==> config.mk <==
export PLATFORM = sky130hd
export DESIGN_NAME = btb_top
export DESIGN_NICKNAME = d
export VERILOG_FILES = /design/src/rtl/btb_pkg.sv /design/src/rtl/btb_store.sv /design/src/rtl/btb_resolve.sv /design/src/rtl/btb_top.sv
export SDC_FILE = /design/constraint.sdc
export NUM_CORES = 1
export LEC_CHECK = 0
export BUFFER_PORTS_ARGS = -buffer_cell sky130_fd_sc_hd__buf_2
export CAP_MARGIN = 20
export CELL_PAD_IN_SITES_DETAIL_PLACEMENT = 1
export CELL_PAD_IN_SITES_GLOBAL_PLACEMENT = 2
export CORE_MARGIN = 3
export CORE_UTILIZATION = 40
export CTS_CLUSTER_DIAMETER = 50
export DETAILED_ROUTE_END_ITERATION = 7
export PLACE_DENSITY = 0.77
export SLEW_MARGIN = 20
export SYNTH_ARGS = -nofsm -noshare
export SYNTH_HDL_FRONTEND = slang
export SYNTH_HIERARCHICAL = 1
export SYNTH_SLANG_ARGS = --single-unit
==> constraint.sdc <==
create_clock -name clk -period 7.6 [get_ports clk]
set_clock_uncertainty 0.05 [all_clocks]
set_input_delay 1.52 -clock clk [delete_from_list [all_inputs] [get_ports clk]]
set_output_delay 1.52 -clock clk [all_outputs]
set_load 0.005 [all_outputs]
==> src/rtl/btb_pkg.sv <==
package btb_pkg;
  // Slot number: word address modulo the table size.
  function automatic logic [63:0] slot_of(input logic [63:0] pc, input int idx_w);
    return (pc >> 2) & ((64'd1 << idx_w) - 64'd1);
  endfunction

  // Tag: every address bit above the slot bits.
  function automatic logic [63:0] tag_of(input logic [63:0] pc, input int idx_w);
    return pc >> (idx_w + 2);
  endfunction

  // Sequential successor of a word-aligned instruction.
  function automatic logic [63:0] seq_of(input logic [63:0] pc);
    return pc + 64'd4;
  endfunction
endpackage

==> src/rtl/btb_store.sv <==
module btb_store #(
  parameter int ENTRIES = 16,
  parameter int IDX_W   = 4,
  parameter int TAG_W   = 26,
  parameter int PC_W    = 32
) (
  input  logic             clk,
  input  logic             rst_n,
  input  logic [IDX_W-1:0] rd_idx,
  output logic             rd_vld,
  output logic [TAG_W-1:0] rd_tag,
  output logic [PC_W-1:0]  rd_tgt,
  input  logic [IDX_W-1:0] chk_idx,
  output logic             chk_vld,
  output logic [TAG_W-1:0] chk_tag,
  input  logic             wr_en,
  input  logic [IDX_W-1:0] wr_idx,
  input  logic [TAG_W-1:0] wr_tag,
  input  logic [PC_W-1:0]  wr_tgt,
  input  logic             inv_en,
  input  logic [IDX_W-1:0] inv_idx
);
  logic [ENTRIES-1:0] vld_q;
  logic [TAG_W-1:0]   tag_q [ENTRIES];
  logic [PC_W-1:0]    tgt_q [ENTRIES];
  logic [ENTRIES-1:0] wr_sel;
  logic [ENTRIES-1:0] inv_sel;

  // One write strobe and one clear strobe for each slot.
  for (genvar i = 0; i < ENTRIES; i++) begin : g_slot
    assign wr_sel[i]  = wr_en  && (wr_idx  == IDX_W'(i));
    assign inv_sel[i] = inv_en && (inv_idx == IDX_W'(i));

    always_ff @(posedge clk) begin
      if (wr_sel[i]) begin
        tag_q[i] <= wr_tag;
        tgt_q[i] <= wr_tgt;
      end
    end
  end

  always_ff @(posedge clk or negedge rst_n) begin
    if (!rst_n) vld_q <= '0;
    else        vld_q <= (vld_q | wr_sel) & ~(inv_sel & ~wr_sel);
  end

  assign rd_vld  = vld_q[rd_idx];
  assign rd_tag  = tag_q[rd_idx];
  assign rd_tgt  = tgt_q[rd_idx];
  assign chk_vld = vld_q[chk_idx];
  assign chk_tag = tag_q[chk_idx];

  p_reset_clear_r1: assert property (@(posedge clk) !rst_n |=> (vld_q == '0));
  p_write_sets_r3: assert property (@(posedge clk) disable iff (!rst_n)
    wr_en |=> vld_q[$past(wr_idx)] && (tag_q[$past(wr_idx)] == $past(wr_tag))
              && (tgt_q[$past(wr_idx)] == $past(wr_tgt)));
  p_inv_clears_r6: assert property (@(posedge clk) disable iff (!rst_n)
    inv_en |=> !vld_q[$past(inv_idx)]);
  p_idle_hold_r9: assert property (@(posedge clk) disable iff (!rst_n)
    (!wr_en && !inv_en) |=> $stable(vld_q));
endmodule

==> src/rtl/btb_resolve.sv <==
module btb_resolve #(
  parameter int IDX_W = 4,
  parameter int TAG_W = 26,
  parameter int PC_W  = 32
) (
  input  logic             clk,
  input  logic             rst_n,
  input  logic             rslv_valid,
  input  logic [PC_W-1:0]  rslv_pc,
  input  logic             rslv_taken,
  input  logic [PC_W-1:0]  rslv_target,
  input  logic [PC_W-1:0]  rslv_used_pc,
  input  logic             chk_vld,
  input  logic [TAG_W-1:0] chk_tag,
  output logic [IDX_W-1:0] slot,
  output logic [TAG_W-1:0] tag,
  output logic             wr_en,
  output logic             inv_en,
  output logic             mispredict,
  output logic [PC_W-1:0]  fix_pc
);
  logic            own_hit;
  logic [PC_W-1:0] seq_pc;

  assign slot    = IDX_W'(btb_pkg::slot_of(64'(rslv_pc), IDX_W));
  assign tag     = TAG_W'(btb_pkg::tag_of(64'(rslv_pc), IDX_W));
  assign seq_pc  = PC_W'(btb_pkg::seq_of(64'(rslv_pc)));
  assign own_hit = chk_vld && (chk_tag == tag);

  assign wr_en      = rslv_valid && rslv_taken;
  assign inv_en     = rslv_valid && !rslv_taken && own_hit;
  assign fix_pc     = rslv_taken ? rslv_target : seq_pc;
  assign mispredict = rslv_valid && (fix_pc != rslv_used_pc);

  p_fix_seq_r8: assert property (@(posedge clk) disable iff (!rst_n)
    (rslv_valid && !rslv_taken) |-> (fix_pc == rslv_pc + PC_W'(4)));
  p_agree_r8: assert property (@(posedge clk) disable iff (!rst_n)
    (rslv_valid && !mispredict) |-> (rslv_used_pc == fix_pc));
  p_one_cmd_r6: assert property (@(posedge clk) disable iff (!rst_n)
    $onehot0({wr_en, inv_en}));
  p_quiet_r9: assert property (@(posedge clk) disable iff (!rst_n)
    !rslv_valid |-> (!wr_en && !inv_en && !mispredict));
endmodule

==> src/rtl/btb_top.sv <==
module btb_top #(
  parameter int ENTRIES = 16,
  parameter int PC_W    = 32
) (
  input  logic            clk,
  input  logic            rst_n,
  input  logic [PC_W-1:0] fetch_pc,
  output logic            fetch_hit,
  output logic [PC_W-1:0] fetch_next_pc,
  input  logic            rslv_valid,
  input  logic [PC_W-1:0] rslv_pc,
  input  logic            rslv_taken,
  input  logic [PC_W-1:0] rslv_target,
  input  logic [PC_W-1:0] rslv_used_pc,
  output logic            rslv_mispredict,
  output logic [PC_W-1:0] rslv_fix_pc
);
  localparam int IDX_W = $clog2(ENTRIES);
  localparam int TAG_W = PC_W - IDX_W - 2;

  logic [IDX_W-1:0] f_slot, r_slot;
  logic [TAG_W-1:0] f_tag, r_tag;
  logic             rd_vld, chk_vld;
  logic [TAG_W-1:0] rd_tag, chk_tag;
  logic [PC_W-1:0]  rd_tgt;
  logic             wr_en, inv_en;

  assign f_slot = IDX_W'(btb_pkg::slot_of(64'(fetch_pc), IDX_W));
  assign f_tag  = TAG_W'(btb_pkg::tag_of(64'(fetch_pc), IDX_W));

  btb_store #(.ENTRIES(ENTRIES), .IDX_W(IDX_W), .TAG_W(TAG_W), .PC_W(PC_W)) u_store (
    .clk(clk), .rst_n(rst_n),
    .rd_idx(f_slot), .rd_vld(rd_vld), .rd_tag(rd_tag), .rd_tgt(rd_tgt),
    .chk_idx(r_slot), .chk_vld(chk_vld), .chk_tag(chk_tag),
    .wr_en(wr_en), .wr_idx(r_slot), .wr_tag(r_tag), .wr_tgt(rslv_target),
    .inv_en(inv_en), .inv_idx(r_slot)
  );

  btb_resolve #(.IDX_W(IDX_W), .TAG_W(TAG_W), .PC_W(PC_W)) u_resolve (
    .clk(clk), .rst_n(rst_n),
    .rslv_valid(rslv_valid), .rslv_pc(rslv_pc), .rslv_taken(rslv_taken),
    .rslv_target(rslv_target), .rslv_used_pc(rslv_used_pc),
    .chk_vld(chk_vld), .chk_tag(chk_tag),
    .slot(r_slot), .tag(r_tag), .wr_en(wr_en), .inv_en(inv_en),
    .mispredict(rslv_mispredict), .fix_pc(rslv_fix_pc)
  );

  assign fetch_hit     = rd_vld && (rd_tag == f_tag);
  assign fetch_next_pc = fetch_hit ? rd_tgt : PC_W'(btb_pkg::seq_of(64'(fetch_pc)));

  p_hit_target_r3: assert property (@(posedge clk) disable iff (!rst_n)
    fetch_hit |-> (fetch_next_pc == rd_tgt));
  p_miss_seq_r2: assert property (@(posedge clk) disable iff (!rst_n)
    !fetch_hit |-> (fetch_next_pc == fetch_pc + PC_W'(4)));
  p_tag_needed_r4: assert property (@(posedge clk) disable iff (!rst_n)
    (rd_tag != f_tag) |-> !fetch_hit);
endmodule

==> flow_summary.ini, run 1 <==
[synthesis]
ys_top_cells_by_count = edfxtp_1 (928), mux4_2 (344), a22oi_1 (174)
synth_area_per_cell_um2 = 18.5
ys.warnings.count = 6
synth_seq_area_share = 0.663
syn_nets = 2441
syn_inst = 2307
synthArstFlopShare = 0.0169
syn-cell-area_um2 = 42600
synthTopCellsByArea = edfxtp_1 (65%), mux4_2 (18%), a22oi_1 (3.1%), xnor2_1 (2.2%), nand2_1 (1.2%)
yosysTopAreaCell = edfxtp_1
synth.most_common_cell = edfxtp_1
ys_ff_latch = 944
synth_top_area_frac = 0.654
ys_types = 64
synth-edff-count = 928
synthFlopType = edfxtp_1

[die]
die_x_um = 332
coreArea_um2 = 106000
dieHeight_um = 332
fp-row-count = 119
start_util = 0.404
num_io_pins = 198
die-area_um2 = 111000

[routing]
viasPerCell = 6.41
via_count = 25600
wirelength_um = 143000
first_pass_iters = 6
drt-wirelength-per-cell_um = 35.9
drc = 0
drtIter0Drc = 3119
ant_nets = 0

[critical_path]
end_kind = output pin
cp-start-kind = input port
criticalPathCategory = in2out
slowest_delay_ns = 0.68
crit_arrival_ns = 5.43
crit_path_max_fanout = 24
path_delay_family = simple AND/OR/NAND/NOR gates
cp_common_cell = or4_1
crit_slowest_cell = or4_1
critical_path_required_ns = 6.03
crit_buf_inv = 2
path_cells = buf_2 > nand3_1 > or4_1 > or4_1 > a31oi_1 > xnor2_1 > nand4_1 > or4_1 > o41a_1 > buf_2

[grt]
antenna_found_initial = 16
grt_max_degree = 116
gr-total-overflow = 0
grt_usage = 0.255
grt_pass1_wl_um = 201000
grt_pass1_vias = 26600

[sta]
drv_slew = 0
hold_violations = 0
tns_ns = 0
fin_crit_sh = 0.921
setup_slack_ns = 0.603
grt_setup_unrepaired = false
max_freq_ghz = 0.143
whs_ns = 0.505
finalSetupViolCount = 0
relSlewSlack = 0.223
min_period_ns = 7.00
worstMarginPinSlew_ns = 1.16

[pwr]
leakage_nw = 15.8
total_power_mw = 12.0
power.density_nw_per_um2 = 245
ir_drop_mv = 0.186

[layout]
final_core_util = 0.464
area_growth_pct = 14.9
nets = 2643
design_area_um2 = 49000
drive_gt1_frac = 0.332
fin_cells = 3991
n_fill_cell = 9880

[clock_network]
clk_pin_slew_ns = 0.06
clockBufferDepth = 3
cts_tree = built
insertion_delay_ns = 0.69
cts.sinks = 944
cts_setup_buffers = 0
h-tree-depth = 3
post_cts_resized = 0
hold_buffers = 0
root_buffer = clkbuf_16
cts_inserted_buffers = 101

[status]
outcome = complete, no violations

[flow_run]
drv_cap = 0

[place]
gp_congestion = 0.914
pre_cts_ws_ns = 0.576
placed_cells = 3797
port_buffers = 197
hpwlAfterDp_um = 90400
placed_area_um2 = 45500

[hold_path]
min_path_type = reg2reg
## worst reg2reg max path, stage by stage (launching register included)
cell and delay [ns]:
edfxtp_1 0.40, mux4_2 0.48, a22oi_1 0.27, nand2_1 0.16, xnor2_1 0.33, nand4_1 0.17, nor4_1 0.55, nand3_1 0.24
nor4_1 0.44, buf_4 0.23, or3b_2 0.50, o21ai_0 0.17, o21ai_0 0.12
## where the power goes
| group | switching [mW] | internal (mW) | total [mW] | leakage [nW] |
|---|---|---|---|---|
| logic | 0.660 | 0.403 | 1.06 | 5.58 |
| clock network | 2.14 | 2.95 | 5.09 | 1.66 |
| registers | 0.0371 | 5.80 | 5.84 | 8.54 |
| total | 2.84 | 9.15 | 12.0 | 15.8 |
## layout make-up
type                       count  area, µm²  share of cell area
inverter                      20       75.1             0.00153
multi-input combinational   1161      13500               0.276
clock buffer                 114       2580              0.0526
clock inverter                73        872              0.0178
sequential                   944      28300               0.577
antenna                        7       17.5            0.000358
timing repair buffer         281       1910              0.0389
tap                         1391       1740              0.0355
## cells by family after synthesis
logic type,count (synthesis),share of synthesized area
AO/OA/AOI/OAI,286,0.0469
XOR/XNOR,144,0.0296
adder cells (fa/ha/maj),2,0.000587
buffers and inverters,202,0.0240
flip-flops,944,0.663
multiplexers,387,0.196
AND/OR/NAND/NOR,342,0.0403
## flip-flops by register name, summed over array words and instances, names as in the netlist
signal         cells
u_store/tgt_q    512
u_store/tag_q    416
u_store/vld_q     16
## final timing paths
check | start | endpoint | slack [ns] | cells after the start
setup / recovery | rslv_pc[24] | rslv_mispredict | 0.60 | 10
hold reg to reg | u_store/vld_q[3]$_DFF_PN0_ | u_store/vld_q[3]$_DFF_PN0_ | 0.50 | 2
setup reg to reg | u_store/tag_q[3][4]$_DFFE_PP_ | u_store/vld_q[1]$_DFF_PN0_ | 3.33 | 12
min in group asynchronous | rst_n | u_store/vld_q[5]$_DFF_PN0_ | 0.71 | 1
hold / removal | u_store/vld_q[3]$_DFF_PN0_ | u_store/vld_q[3]$_DFF_PN0_ | 0.50 | 2
max in group asynchronous | rst_n | u_store/vld_q[9]$_DFF_PN0_ | 6.51 | 1
## cell usage in the layout, fill, tap and decap left out, types with 37 or more instances in the layout
master / instances
o21ai_0: 62
buf_2: 193
nand4_1: 37
mux4_2: 344
buf_4: 64
xnor2_1: 105
clkbuf_16: 101
nand2_1: 138
a22oi_1: 174
edfxtp_1: 928
xor2_1: 39
## layer usage
metal	share of wire	global-route usage
met5	0.00029	0
met1	0.40	0.348
met4	0.034	0.0861
met2	0.47	0.407
met3	0.096	0.0564
Note: power is estimated with default switching activity, not from simulation.
==> run 2: changes to the inputs <==
CORE_ASPECT_RATIO = 1.4   (was default)
==> run 2 against run 1 <==
Compared with the run above:
- utilization shrank 0.59 points
- flip-flop and latch count is the same
- power shrank 5.5%
- clock-buffer cell count shrank 2
- combinational power is essentially flat
- via count shrank 0.66%
==> flow_summary.ini, run 2 (same netlist as run 1, synthesis figures left out) <==
[status]
outcome = complete, no violations

[sta]
grt_setup_unrepaired = false
max_freq_ghz = 0.139
drv_slew = 0
fin_crit_sh = 0.947
min_period_ns = 7.20
setup_slack_ns = 0.401
tns_ns = 0
relSlewSlack = 0.163
hold_violations = 0
finalSetupViolCount = 0
whs_ns = 0.492
worstMarginPinSlew_ns = 1.25

[clock_network]
insertion_delay_ns = 0.70
post_cts_resized = 0
clockBufferDepth = 3
hold_buffers = 0
root_buffer = clkbuf_16
cts_tree = built
clk_pin_slew_ns = 0.06
h-tree-depth = 3
cts_inserted_buffers = 90
cts.sinks = 944
cts_setup_buffers = 0

[layout]
multi_input_area_um2 = 13500
nets = 2648
drive_gt1_frac = 0.325
largest_reg_flops = 512
seq_area_um2 = 28300
top_regs = u_store/tgt_q: 512 flops, u_store/tag_q: 416 flops, u_store/vld_q: 16 flops
area_growth_pct = 13.5
largest-register = u_store/tgt_q
n_fill_cell = 9870
final_cell_mix = edfxtp_1 (928), mux4_2 (344), buf_2 (194), a22oi_1 (174), nand2_1 (138)
final_common_cell = edfxtp_1

[pwr]
leakage_nw = 15.6
power.density_nw_per_um2 = 234
ir_drop_mv = 0.178
total_power_mw = 11.3

[grt]
grt_usage = 0.262
grt_max_degree = 120
antenna_found_initial = 18
grt_pass1_vias = 26400
grt_pass1_wl_um = 202000
gr-total-overflow = 0

[routing]
drc = 0
via_count = 25400
viasPerCell = 6.43
drt-wirelength-per-cell_um = 36.7
drtIter0Drc = 2964
first_pass_iters = 6
ant_nets = 0
wirelength_um = 145000

[critical_path]
cp-start-kind = input port
path_cells = buf_2 > nand4_1 > nor2_1 > nand3_1 > nor4_1 > xnor2_1 > o21ai_0 > xor2_1 > o41a_1 > buf_2
crit_slowest_cell = o21ai_0
critical_path_required_ns = 6.03
end_kind = output pin
crit_buf_inv = 2
path_delay_family = simple AND/OR/NAND/NOR gates
slowest_delay_ns = 0.72
crit_arrival_ns = 5.63
criticalPathCategory = in2out
cp_common_cell = buf_2
crit_path_max_fanout = 24

[die]
coreArea_um2 = 106000
dieHeight_um = 392
die-area_um2 = 111000
fp-row-count = 141
die_x_um = 282
num_io_pins = 198
start_util = 0.403

[hold_path]
min_path_type = reg2reg

[flow_run]
drv_cap = 0

[place]
hpwlAfterDp_um = 92900
port_buffers = 197
gp_congestion = 0.918
pre_cts_ws_ns = 0.635
==> run 2: worst paths after layout <==
kind | startpoint | cells after the start | slack (ns) | to
worst max-delay path | rslv_pc[10] | 10 | 0.40 | rslv_mispredict
worst min-delay path | u_store/vld_q[12]$_DFF_PN0_ | 2 | 0.49 | u_store/vld_q[12]$_DFF_PN0_
max in group asynchronous | rst_n | 1 | 6.51 | u_store/vld_q[15]$_DFF_PN0_
worst min register to register | u_store/vld_q[12]$_DFF_PN0_ | 2 | 0.49 | u_store/vld_q[12]$_DFF_PN0_
min in group asynchronous | rst_n | 1 | 0.70 | u_store/vld_q[4]$_DFF_PN0_
worst max register to register | u_store/tag_q[11][13]$_DFFE_PP_ | 12 | 3.52 | u_store/vld_q[1]$_DFF_PN0_
==> run 2: where the power goes <==
| group | switching [mW] | internal, mW |
|---|---|---|
| Sequential | 0.0353 | 5.80 |
| Clock | 1.99 | 2.44 |
| Combinational | 0.667 | 0.404 |
| Total | 2.69 | 8.65 |
==> run 2: layer usage <==
metal,up-vias,track usage,routed length [µm]
li1,10000,-,-
met5,-,0,104
met4,16,0.117,7100
met2,1432,0.430,70600
met3,309,0.0601,13600
met1,13700,0.334,53700
==> run 2: area by class of cell <==
type / count / area share
antenna: 8 / 0.000414
timing repair buffer: 297 / 0.0406
clock buffer: 112 / 0.0491
tap: 1358 / 0.0351
sequential: 944 / 0.584
multi-input combinational: 1161 / 0.279
inverter: 20 / 0.00155
clock inverter: 53 / 0.00995
==> run 2: metrics by stage <==
step | std cells | util | cell area [µm²]
final | 3953 | 0.458 | 48400
after global routing | 3945 | 0.458 | 48400
after CTS | 3945 | 0.458 | 48400
after detailed placement | 3780 | 0.431 | 45500
after global placement | 3777 | 0.430 | 45500
after floorplan | 2307 | - | 42600
==> run 2: tightest hold or removal path: stages (launching register included) <==
cell and delay, ns:
dfrtp_1 0.36, o21ai_0 0.08, nand2b_1 0.06
